$ cat config.mk
export PLATFORM = sky130hd
export DESIGN_NAME = ring_dma_engine
export DESIGN_NICKNAME = d
export VERILOG_FILES = /design/src/rtl/ring_dma_pkg.sv /design/src/rtl/ring_dma_regs.sv /design/src/rtl/ring_dma_seq.sv /design/src/rtl/ring_dma_engine.sv
export SDC_FILE = /design/constraint.sdc
export NUM_CORES = 1
export LEC_CHECK = 0
export ABC_AREA = 1
export CORE_MARGIN = 2
export CORE_UTILIZATION = 32
export CTS_CLUSTER_DIAMETER = 100
export DETAILED_ROUTE_END_ITERATION = 8
export DONT_BUFFER_PORTS = 1
export MAX_ROUTING_LAYER = met4
export PLACE_DENSITY = 0.45
export SYNTH_ARGS = -nofsm -noshare
export SYNTH_HDL_FRONTEND = slang
export SYNTH_HIERARCHICAL = 1
export SYNTH_SLANG_ARGS = --single-unit
$ cat constraint.sdc
create_clock -name clk -period 2.75 [get_ports clk]
set_input_delay 0.275 -clock clk [delete_from_list [all_inputs] [get_ports clk]]
set_output_delay 0.275 -clock clk [all_outputs]
set_load 0.01 [all_outputs]
$ cat src/rtl/ring_dma_pkg.sv
package ring_dma_pkg;
  localparam int DW        = 64;
  localparam int KIND_LSB  = 60;
  localparam int FLAG_BIT  = 59;
  localparam int SIZE_LSB  = 46;

  localparam logic [3:0] KIND_COPY   = 4'd1;
  localparam logic [3:0] KIND_STATUS = 4'd2;

  localparam logic [2:0] OFS_HEAD = 3'd0;
  localparam logic [2:0] OFS_TAIL = 3'd1;
  localparam logic [2:0] OFS_BASE = 3'd2;
  localparam logic [2:0] OFS_ERR  = 3'd3;
  localparam logic [2:0] OFS_STAT = 3'd4;
  localparam logic [2:0] OFS_ACK  = 3'd5;

  typedef enum logic [3:0] {
    ST_IDLE, ST_F0, ST_F0W, ST_F1, ST_F1W, ST_EXEC,
    ST_CRD, ST_CRW, ST_CWR, ST_SWR, ST_ADV, ST_HALT
  } eng_state_e;
endpackage

$ cat src/rtl/ring_dma_regs.sv
module ring_dma_regs
  import ring_dma_pkg::*;
#(
  parameter int ADDR_W = 32,
  parameter int IDX_W  = 4
) (
  input  logic              clk,
  input  logic              rst_n,
  input  logic              reg_wr,
  input  logic [2:0]        reg_addr,
  input  logic [ADDR_W-1:0] reg_wdata,
  output logic [ADDR_W-1:0] reg_rdata,
  input  logic [IDX_W-1:0]  tail_i,
  input  logic              busy_i,
  input  logic              bad_kind_ev,
  input  logic              irq_set_ev,
  output logic [IDX_W-1:0]  head_o,
  output logic [ADDR_W-1:0] base_o,
  output logic              halted_o,
  output logic              irq_o
);
  logic [IDX_W-1:0]  head_q;
  logic [ADDR_W-1:0] base_q;
  logic [1:0]        err_q;
  logic              pend_q;

  // named events for the checks below
  logic head_wr_ev, dup_head_ev, base_wr_ev, ack_ev;
  assign head_wr_ev  = reg_wr && (reg_addr == OFS_HEAD) && !halted_o;
  assign dup_head_ev = head_wr_ev && (reg_wdata[IDX_W-1:0] == head_q);
  assign base_wr_ev  = reg_wr && (reg_addr == OFS_BASE);
  assign ack_ev      = reg_wr && (reg_addr == OFS_ACK) && reg_wdata[0];

  always_ff @(posedge clk or negedge rst_n) begin
    if (!rst_n) begin
      head_q <= '0;
      base_q <= '0;
      err_q  <= '0;
      pend_q <= 1'b0;
    end else begin
      if (head_wr_ev)  head_q   <= reg_wdata[IDX_W-1:0];
      if (base_wr_ev)  base_q   <= reg_wdata;
      if (bad_kind_ev) err_q[0] <= 1'b1;
      if (dup_head_ev) err_q[1] <= 1'b1;
      if (irq_set_ev)  pend_q   <= 1'b1;
      else if (ack_ev) pend_q   <= 1'b0;
    end
  end

  assign head_o   = head_q;
  assign base_o   = base_q;
  assign halted_o = |err_q;
  assign irq_o    = pend_q && !halted_o;

  always_comb begin
    reg_rdata = '0;
    case (reg_addr)
      OFS_HEAD: reg_rdata = ADDR_W'(head_q);
      OFS_TAIL: reg_rdata = ADDR_W'(tail_i);
      OFS_BASE: reg_rdata = base_q;
      OFS_ERR:  reg_rdata = ADDR_W'(err_q);
      OFS_STAT: reg_rdata = ADDR_W'({pend_q, busy_i, halted_o});
      default:  reg_rdata = '0;
    endcase
  end


  dup_flag_chk: assert property (@(posedge clk) disable iff (!rst_n)
    dup_head_ev |=> (err_q[1] && halted_o));

  irq_hold_chk: assert property (@(posedge clk) disable iff (!rst_n)
    (pend_q && !ack_ev) |=> pend_q);

  head_frozen_chk: assert property (@(posedge clk) disable iff (!rst_n)
    halted_o |=> $stable(head_q));
endmodule

$ cat src/rtl/ring_dma_seq.sv
module ring_dma_seq
  import ring_dma_pkg::*;
#(
  parameter int ADDR_W = 32,
  parameter int DEPTH  = 16,
  parameter int IDX_W  = 4,
  parameter int LEN_W  = 13
) (
  input  logic              clk,
  input  logic              rst_n,
  input  logic [IDX_W-1:0]  head_i,
  input  logic [ADDR_W-1:0] base_i,
  input  logic              halted_i,
  output logic [IDX_W-1:0]  tail_o,
  output logic              busy_o,
  output logic              bad_kind_ev,
  output logic              irq_set_ev,
  output logic              mem_req,
  output logic              mem_we,
  output logic [ADDR_W-1:0] mem_addr,
  output logic [DW-1:0]     mem_wdata,
  input  logic              mem_ready,
  input  logic              mem_rvalid,
  input  logic [DW-1:0]     mem_rdata
);
  localparam int CNT_W = LEN_W + 3;

  function automatic logic [IDX_W-1:0] ring_next(input logic [IDX_W-1:0] i);
    return (32'(i) == DEPTH - 1) ? '0 : i + 1'b1;
  endfunction

  function automatic logic [ADDR_W-1:0] slot_addr(input logic [ADDR_W-1:0] base,
                                                  input logic [IDX_W-1:0] i,
                                                  input logic upper);
    return base + (ADDR_W'(i) << 4) + ADDR_W'(upper ? 8 : 0);
  endfunction

  function automatic logic [CNT_W-1:0] unit_words(input logic [LEN_W-1:0] units);
    return CNT_W'(units) << 3;
  endfunction

  eng_state_e        state;
  logic [IDX_W-1:0]  tail_q;
  logic [DW-1:0]     w0_q, buf_q;
  logic [3:0]        kind_q;
  logic              flag_q;
  logic [ADDR_W-1:0] dst_q, rd_ptr, wr_ptr;
  logic [CNT_W-1:0]  remain;

  logic tail_adv_ev;
  assign tail_adv_ev = (state == ST_ADV);
  assign bad_kind_ev = (state == ST_EXEC) && (kind_q != KIND_COPY) && (kind_q != KIND_STATUS);
  assign irq_set_ev  = tail_adv_ev && (kind_q == KIND_STATUS) && flag_q;

  always_ff @(posedge clk or negedge rst_n) begin
    if (!rst_n) begin
      state  <= ST_IDLE;
      tail_q <= '0;
      w0_q   <= '0;
      buf_q  <= '0;
      kind_q <= '0;
      flag_q <= 1'b0;
      dst_q  <= '0;
      rd_ptr <= '0;
      wr_ptr <= '0;
      remain <= '0;
    end else begin
      case (state)
        ST_IDLE: if (halted_i) state <= ST_HALT;
                 else if (tail_q != head_i) state <= ST_F0;
        ST_F0:   if (mem_ready) state <= ST_F0W;
        ST_F0W:  if (mem_rvalid) begin
                   w0_q  <= mem_rdata;
                   state <= ST_F1;
                 end
        ST_F1:   if (mem_ready) state <= ST_F1W;
        ST_F1W:  if (mem_rvalid) begin
                   kind_q <= mem_rdata[KIND_LSB+:4];
                   flag_q <= mem_rdata[FLAG_BIT];
                   dst_q  <= mem_rdata[ADDR_W-1:0];
                   state  <= ST_EXEC;
                 end
        ST_EXEC: begin
          if (kind_q == KIND_COPY) begin
            rd_ptr <= w0_q[ADDR_W-1:0];
            wr_ptr <= dst_q;
            remain <= unit_words(w0_q[SIZE_LSB+:LEN_W]);
            state  <= (w0_q[SIZE_LSB+:LEN_W] == '0) ? ST_ADV : ST_CRD;
          end else if (kind_q == KIND_STATUS) begin
            state <= ST_SWR;
          end else begin
            state <= ST_HALT;
          end
        end
        ST_CRD:  if (mem_ready) state <= ST_CRW;
        ST_CRW:  if (mem_rvalid) begin
                   buf_q <= mem_rdata;
                   state <= ST_CWR;
                 end
        ST_CWR:  if (mem_ready) begin
                   rd_ptr <= rd_ptr + ADDR_W'(8);
                   wr_ptr <= wr_ptr + ADDR_W'(8);
                   remain <= remain - 1'b1;
                   state  <= (remain == CNT_W'(1)) ? ST_ADV : ST_CRD;
                 end
        ST_SWR:  if (mem_ready) state <= ST_ADV;
        ST_ADV: begin
          tail_q <= ring_next(tail_q);
          state  <= ST_IDLE;
        end
        default: state <= ST_HALT;
      endcase
    end
  end

  always_comb begin
    mem_req   = 1'b0;
    mem_we    = 1'b0;
    mem_addr  = '0;
    mem_wdata = '0;
    case (state)
      ST_F0:  begin mem_req = 1'b1; mem_addr = slot_addr(base_i, tail_q, 1'b0); end
      ST_F1:  begin mem_req = 1'b1; mem_addr = slot_addr(base_i, tail_q, 1'b1); end
      ST_CRD: begin mem_req = 1'b1; mem_addr = rd_ptr; end
      ST_CWR: begin mem_req = 1'b1; mem_we = 1'b1; mem_addr = wr_ptr; mem_wdata = buf_q; end
      ST_SWR: begin mem_req = 1'b1; mem_we = 1'b1; mem_addr = dst_q; mem_wdata = w0_q; end
      default: ;
    endcase
  end

  assign tail_o = tail_q;
  assign busy_o = (state != ST_IDLE) && (state != ST_HALT);


  tail_step_chk: assert property (@(posedge clk) disable iff (!rst_n)
    (tail_q != $past(tail_q)) |-> (tail_q == ring_next($past(tail_q))));

  req_hold_chk: assert property (@(posedge clk) disable iff (!rst_n)
    (mem_req && !mem_ready) |=> (mem_req && $stable(mem_addr) && $stable(mem_we)));

  bad_stop_chk: assert property (@(posedge clk) disable iff (!rst_n)
    bad_kind_ev |=> (state == ST_HALT && $stable(tail_q) && !mem_req));

  status_after_copy_chk: assert property (@(posedge clk) disable iff (!rst_n)
    (state == ST_SWR) |-> (remain == '0));

  halt_quiet_chk: assert property (@(posedge clk) disable iff (!rst_n)
    (state == ST_HALT) |-> !mem_req);
endmodule

$ cat src/rtl/ring_dma_engine.sv
module ring_dma_engine
  import ring_dma_pkg::*;
#(
  parameter int ADDR_W     = 32,
  parameter int RING_DEPTH = 16,
  parameter int LEN_W      = 13
) (
  input  logic              clk,
  input  logic              rst_n,
  input  logic              reg_wr,
  input  logic [2:0]        reg_addr,
  input  logic [ADDR_W-1:0] reg_wdata,
  output logic [ADDR_W-1:0] reg_rdata,
  output logic              mem_req,
  output logic              mem_we,
  output logic [ADDR_W-1:0] mem_addr,
  output logic [63:0]       mem_wdata,
  input  logic              mem_ready,
  input  logic              mem_rvalid,
  input  logic [63:0]       mem_rdata,
  output logic              irq
);
  localparam int IDX_W = $clog2(RING_DEPTH);

  logic [IDX_W-1:0]  head_w, tail_w;
  logic [ADDR_W-1:0] base_w;
  logic halted_w, busy_w, bad_kind_w, irq_set_w;

  ring_dma_regs #(.ADDR_W(ADDR_W), .IDX_W(IDX_W)) u_regs (
    .clk(clk), .rst_n(rst_n),
    .reg_wr(reg_wr), .reg_addr(reg_addr), .reg_wdata(reg_wdata), .reg_rdata(reg_rdata),
    .tail_i(tail_w), .busy_i(busy_w), .bad_kind_ev(bad_kind_w), .irq_set_ev(irq_set_w),
    .head_o(head_w), .base_o(base_w), .halted_o(halted_w), .irq_o(irq)
  );

  ring_dma_seq #(.ADDR_W(ADDR_W), .DEPTH(RING_DEPTH), .IDX_W(IDX_W), .LEN_W(LEN_W)) u_seq (
    .clk(clk), .rst_n(rst_n),
    .head_i(head_w), .base_i(base_w), .halted_i(halted_w),
    .tail_o(tail_w), .busy_o(busy_w), .bad_kind_ev(bad_kind_w), .irq_set_ev(irq_set_w),
    .mem_req(mem_req), .mem_we(mem_we), .mem_addr(mem_addr), .mem_wdata(mem_wdata),
    .mem_ready(mem_ready), .mem_rvalid(mem_rvalid), .mem_rdata(mem_rdata)
  );
endmodule

After elaboration in Yosys (flattened, before gate mapping)
Cells that the tools add are included.
{"block": "word_totals", "out_inout_bits": 131, "register_bits": 292}
{"block": "op_classes", "reduce_logical": 27, "muxes": 32, "n_addsub": 6, "eq_ne": 34}
{"op": "case mux 32 bit (5 select lines)", "count": 2}
{"op": "two-way mux 32 bit", "count": 4}
{"op": "case mux 32 bit (2 select lines)", "count": 2}
{"op": "case mux 64 bit (2 select lines)", "count": 1}
{"op": "adder 32 x 4 -> 32 bit (second input constant)", "count": 3}
{"op": "two-way mux 4 bit", "count": 14}
{"op": "case mux 4 bit (11 select lines)", "count": 1}
{"op": "adder 32 x 8 -> 32 bit", "count": 1}
{"op": "two-way mux 16 bit", "count": 2}
{"op": "case mux 16 bit (2 select lines)", "count": 1}
{"op": "!= test 2 bit (second input constant)", "count": 9}
{"op": "equality test 16 x 1 -> 1 bit (second input constant)", "count": 1}
{"op": "equality test 4 x 3 -> 1 bit (second input constant)", "count": 4}
{"op": "equality test 4 bit (second input constant)", "count": 4}
{"op": "subtractor 16 x 1 -> 16 bit (second input constant)", "count": 1}
{"op": "logical NOT 13 bit", "count": 1}
{"op": "equality test 4 x 2 -> 1 bit (second input constant)", "count": 3}
{"op": "logical AND 1 bit", "count": 12}
{"op": "AND reduction 9 bit", "count": 1}
{"op": "equality test 4 x 1 -> 1 bit (second input constant)", "count": 2}
{"op": "equality test 3 x 2 -> 1 bit (second input constant)", "count": 2}
{"op": "equality test 3 bit (second input constant)", "count": 2}
{"op": "AND reduction 2 bit", "count": 3}
{"op": "OR reduction 5 bit", "count": 1}
{"op": "other kinds (17)", "count": 22}

Depth between registers and ports, before layout
{"block": "logic_depth", "word_depth": 5, "mapped_depth": 17, "depth_no_buf": 17}

By module
Netlist, hierarchy kept.
{"mod": "ring_dma_seq", "cells_per_inst": 2155, "n_inst": 1, "area_per_inst_um2": 15312.2}
{"mod": "ring_dma_regs", "cells_per_inst": 282, "n_inst": 1, "area_per_inst_um2": 2003.2}

Worst setup path after synthesis
Ideal clock, no wire load.
{"block": "synth_timing", "path_type": "register to output", "start": "reg u_seq.tail_q[0], in the netlist u_seq/tail_o[0]", "end": "out mem_addr[26]", "arrival_ns": 2.390, "path_stages_with_launch": 15, "required_time_ns": 2.475, "path_slack_ns": 0.085, "cell_sequence": "dfrtp_1 > ha_1 > fa_1 > nand3_1 > nor2_2 > nand3_1 > nor2_2 > nand3_2 > nor2_4 > nand3_4 > nor2_4 > nand2_1 > nand2_1 > nand3_1 > nand2_1"}
{"block": "synth_via", "elab_chain_len": 3}
{"element": "start, declared", "line": "ring_dma_seq.sv:43", "source": "logic [IDX_W-1:0] tail_q;"}
{"element": "start signal, assigned", "line": "ring_dma_seq.sv:108", "source": "tail_q <= ring_next(tail_q);"}
{"element": "adder 32 x 8 -> 32 bit *", "line": "ring_dma_seq.sv:35", "source": "return base + (ADDR_W'(i) << 4) + ADDR_W'(upper ? 8 : 0);"}
{"element": "adder 32 x 4 -> 32 bit", "line": "ring_dma_seq.sv:35"}
{"element": "case mux 32 bit (5 select lines) *", "line": "ring_dma_seq.sv:121", "source": "case (state)"}
{"element": "end, declared", "line": "ring_dma_engine.sv:16", "source": "output logic [ADDR_W-1:0] mem_addr,"}
Mark *: on every way between the ends. The rest lies on a longest branch, timed or not.

Worst setup path in the final report
{"block": "layout_timing", "start": "reg u_regs.base_q[4], in the netlist u_regs/base_o[4]", "end": "out mem_addr[12]"}
{"block": "layout_via", "elab_chain_len": 3}
{"element": "start, declared", "line": "ring_dma_regs.sv:23", "source": "logic [ADDR_W-1:0] base_q;"}
{"element": "start signal, assigned", "line": "ring_dma_regs.sv:42", "source": "if (base_wr_ev) base_q <= reg_wdata;"}
{"element": "adder 32 x 8 -> 32 bit *", "line": "ring_dma_seq.sv:35"}
{"element": "adder 32 x 4 -> 32 bit", "line": "ring_dma_seq.sv:35"}
{"element": "case mux 32 bit (5 select lines) *", "line": "ring_dma_seq.sv:121"}
Marks and branches as above.

==> summary.txt <==
Clocking
  – TritonCTS Buffers: 38
  – Sinks on Clock Net: about 290
  – Clock slew at reported path FFs: 0.06 ns
  – Clock Tree Buf Depth: 3
  – Clock Latency Late Sink: 0.56 ns
  – Root Driver: clkbuf_16
  – CTS H-tree lvls: 2
  – # hold bufs at CTS: 108
  – CTS tree: built

Outcome
  – Failing checks: hold timing, setup timing
  – Status: finished with violations

Setup path
  – Crit path capture: mem_addr[12]
  – Crit path max fanout: 3
  – Critical path data arrival time: 3.20 ns
  – Critical Path Start Type: flop
  – Worst R2R End: u_seq/rd_ptr[31]
  – Reg2reg path depth: 11
  – R2R Path Start: u_seq/rd_ptr[4]
  – Worst Path Required: 2.48 ns
  – Setup crit end kind: primary output
  – Crit path launch: u_regs/base_o[4]
  – Critical path class: reg -> out
  – Setup slack, reg-to-reg: ~0.27 ns

Route
  – Routed length per instance: 18.9 µm
  – Drc violations: 0
  – Vias post-DR: approximately 17,000
  – Router iterations before antenna repair: 5
  – DR vias/cell: ~5.1
  – Antenna-violating nets left: 0
  – Drt initial violations: 1,216
  – Drt total wl: 63.7 mm

Min path
  – HP Class: in -> async

Place
  – Placed cell areas: 19,000 µm²
  – Pre-CTS WS: -0.255 ns
  – HPWL after DPL: 44.3 mm
  – Placed cell count: 3,175
  – GPL Wtd Cong: between 0.8 and 0.9
  – IO Port Bufs: 0

Yosys
  – Netlist cell types: 53
  – Synth top area share: 42.2%
  – Area leader, netlist: dfrtp_1
  – Largest cells by area after synthesis: dfrtp_1 42%, nand2_1 14%, o21ai_0 10%
  – Post-synth EDFFs: 0
  – Ys Warns: 6
  – Main synth FF type: dfrtp_1
  – Post-synthesis sequential area ratio: 42.2%
  – Post-Syn Nets: 2,552
  – Syn Area/Cell: 7.11 µm²
  – FFs w/ async S/R, synth: 100%
  – Cell Area, Synth: 17,300 µm²
  – Yosys reg bits: 292
  – Cells after synthesis: between 2,000 and 2,500

Pwr
  – Leakage: 10.1 nW
  – Net Sw Frac: 27.0%
  – Sequential Power Share: 42.5%
  – Comb power frac: 11.0%
  – Total Power: 10.9 mW
  – Pwr/cell area: 493 nW/µm²
  – Int Pwr: 7.95 mW
  – Sw Pwr: 2.94 mW
  – Clk pwr share: 46.5%
  – Peak supply drop: 0.379 mV

Timing
  – Final WS setup: -0.725 ns
  – Clk_skew: 0.0351 ns
  – Worst hold margin: -0.577 ns
  – Final Hold Fails: about 290
  – Final setup viols: 25
  – Slew headroom: 37.2%
  – Final worst path period need: 3.47 ns
  – Slew @ Worst Pin: 0.942 ns
  – Final period util: 126%
  – Max-slew violations: 0
  – F_max: 0.288 GHz
  – Setup_tns: -13.26 ns
  – RSZ-0062 raised after global routing: true

Final layout
  – Post-route cell area: 22,100 µm²
  – Layout cell share with drive strength beyond 1: roughly 15%
  – Net total in the final layout: 2,765
  – Layout fillers: between 5,000 and 6,000
  – Area delta synth->final: 27.6%
  – Fin cells: 3,371

Global route
  – Gr ovfl total: 0
  – Initial antenna violation count: 1
  – Largest net degree at the start of global routing: 293
  – Total track usage: 23.1%
  – First-pass GRT wire length: slightly below 100 mm
  – Vias in the first global route: 16,526

Floorplanning
  – Die area: 56,000 µm²
  – Die Height: 237 µm
  – I/O Pins: about 240
  – Num rows: 85
  – Core area: 53,700 µm²
  – Initial Util: ~32%
  – Die width: 237 µm

Run
  – Max-Cap Viols: 0
[layout by cell type, fill, tap and decap left out, types with 32 or more instances in the layout]
| cell | count |
|---|---|
| nor2_1 | 162 |
| dlygate4sd3_1 | 108 |
| dfrtp_1 | 290 |
| nor3_1 | 32 |
| nand2_2 | 41 |
| a21oi_1 | 71 |
| nand3_1 | 134 |
| clkbuf_16 | 39 |
| inv_1 | 318 |
| buf_4 | 153 |
| nand2_1 | 634 |
| o21ai_0 | 331 |
[final cells by class]
class | count | area, µm² | area share, %
Antenna cell | 1 | 2.50 | 0.0113
Clock buffer | 55 | 1090 | 4.95
Multi-Input combinational cell | 1701 | 8770 | 39.7
Tap cell | 696 | 871 | 3.94
Sequential cell | 292 | 7310 | 33.1
Clock inverter | 9 | 153 | 0.691
Inverter | 336 | 1270 | 5.74
Timing Repair Buffer | 281 | 2630 | 11.9
[cells in the mapped netlist, types with 2 or more instances]
| cell type | number |
|---|---|
| clkbuf_1 | 84 |
| o2111ai_1 | 7 |
| nor2_4 | 11 |
| nand3_2 | 7 |
| o221ai_1 | 3 |
| a32o_1 | 12 |
| nor2_1 | 174 |
| a22oi_1 | 5 |
| nand2_4 | 3 |
| inv_1 | 321 |
| xnor2_1 | 3 |
| nor3_1 | 34 |
| buf_1 | 3 |
| nand2_1 | 661 |
| xor2_1 | 28 |
| o22ai_1 | 10 |
| a21oi_1 | 71 |
| nand3_1 | 151 |
| nor4_1 | 10 |
| inv_2 | 14 |
| o211ai_1 | 17 |
| o21ai_1 | 9 |
| buf_6 | 2 |
| a221oi_1 | 10 |
| buf_2 | 18 |
| ha_1 | 10 |
| a211oi_1 | 3 |
| o21ai_0 | 346 |
| o31ai_1 | 3 |
| dfrtp_1 | 292 |
| or2_2 | 4 |
| a22o_1 | 26 |
| nor2_2 | 15 |
| nand4_1 | 25 |
| nand2_2 | 22 |
| a32oi_1 | 2 |
| a31oi_1 | 5 |
[metrics by stage]
| stage | hold slack (ns) | utilization (%) |
|---|---|---|
| global route | -0.603 | 41.2 |
| finish | -0.577 | 41.2 |
| detailed placement | -0.00472 | 35.4 |
| global placement | -0.00960 | 35.4 |
| CTS | -0.612 | 40.5 |
| floorplan | -0.0206 | - |
[how the worst min path moves through the flow]
stage	from	endpoint	depth (start not counted)
6_report	rst_n	u_regs/base_o[11]	0
4_1_cts	rst_n	u_regs/base_o[11]	0
3_5_place_dp	rst_n	u_regs/base_o[11]	0
5_1_grt	rst_n	u_regs/base_o[23]	0
2_1_floorplan	rst_n	u_regs/base_o[0]	0
3_3_place_gp	rst_n	u_regs/base_o[2]	0
[sequential cells by signal (all words and copies together) (netlist names)]
name and flops:
u_regs/err_q 2, u_seq/dst_q 32, u_seq/flag_q 1, u_seq/tail_o 4
u_regs/head_o 4, u_seq/kind_q 4, u_seq/buf_q 64, u_seq/state 4
u_seq/w0_q 64, u_seq/wr_ptr 32, u_regs/pend_q 1, u_seq/rd_ptr 32
u_seq/remain 16, u_regs/base_o 32
[kinds of logic after synthesis]
kind of cell             count (synthesis)  synth area share (%)
AO/OA/AOI/OAI                          532                  17.3
AND/OR/NAND/NOR                       1126                  28.1
XOR/XNOR                                32                  1.66
buffers and inverters                  444                  9.86
flip-flops                             292                  42.2
adder cells (fa/ha/maj)                 11                 0.838
[timing repair]
| item | 4_1_cts | 5_1_grt |
|---|---|---|
| resized for setup | 64 | 67 |
| setup buffers | 14 | 5 |
| hold endpoints to repair | 491 | 292 |
| setup endpoints to repair | 70 | 66 |
| pin swaps | 14 | 20 |
| cloned | 3 | 1 |
[routing by layer]
layer  wire [µm]  track usage [%]  vias to the layer above
li1            -                -                     8363
met1       30000             31.7                     8148
met2       28600             35.3                      489
met3        3750             4.12                       67
met4        1370             5.95                        0
met5           0                -                        -
[critical path, cell delays in order (launching register included)]
cell	delay, ns
dfrtp_1	0.39
ha_2	0.20
fa_2	0.57
nand3_2	0.12
nor2_4	0.13
nand3_4	0.11
nor2_4	0.14
nand3_4	0.11
nor2_4	0.14
buf_4	0.14
nor2_1	0.03
a21oi_1	0.16
o21ai_1	0.09
buf_4	0.17
buf_4	0.13
[power by group through the flow]
stage                     Clock, mW  Sequential, mW  Combinational, mW
after floorplan                   0            4.62              0.590
after global placement            0            4.70              0.976
after detailed placement          0            4.70              0.977
after CTS                      5.21            4.63               1.14
after global routing           5.39            4.65               1.33
final                          5.06            4.63               1.20
No activity file was read; power rests on OpenSTA's default activity.
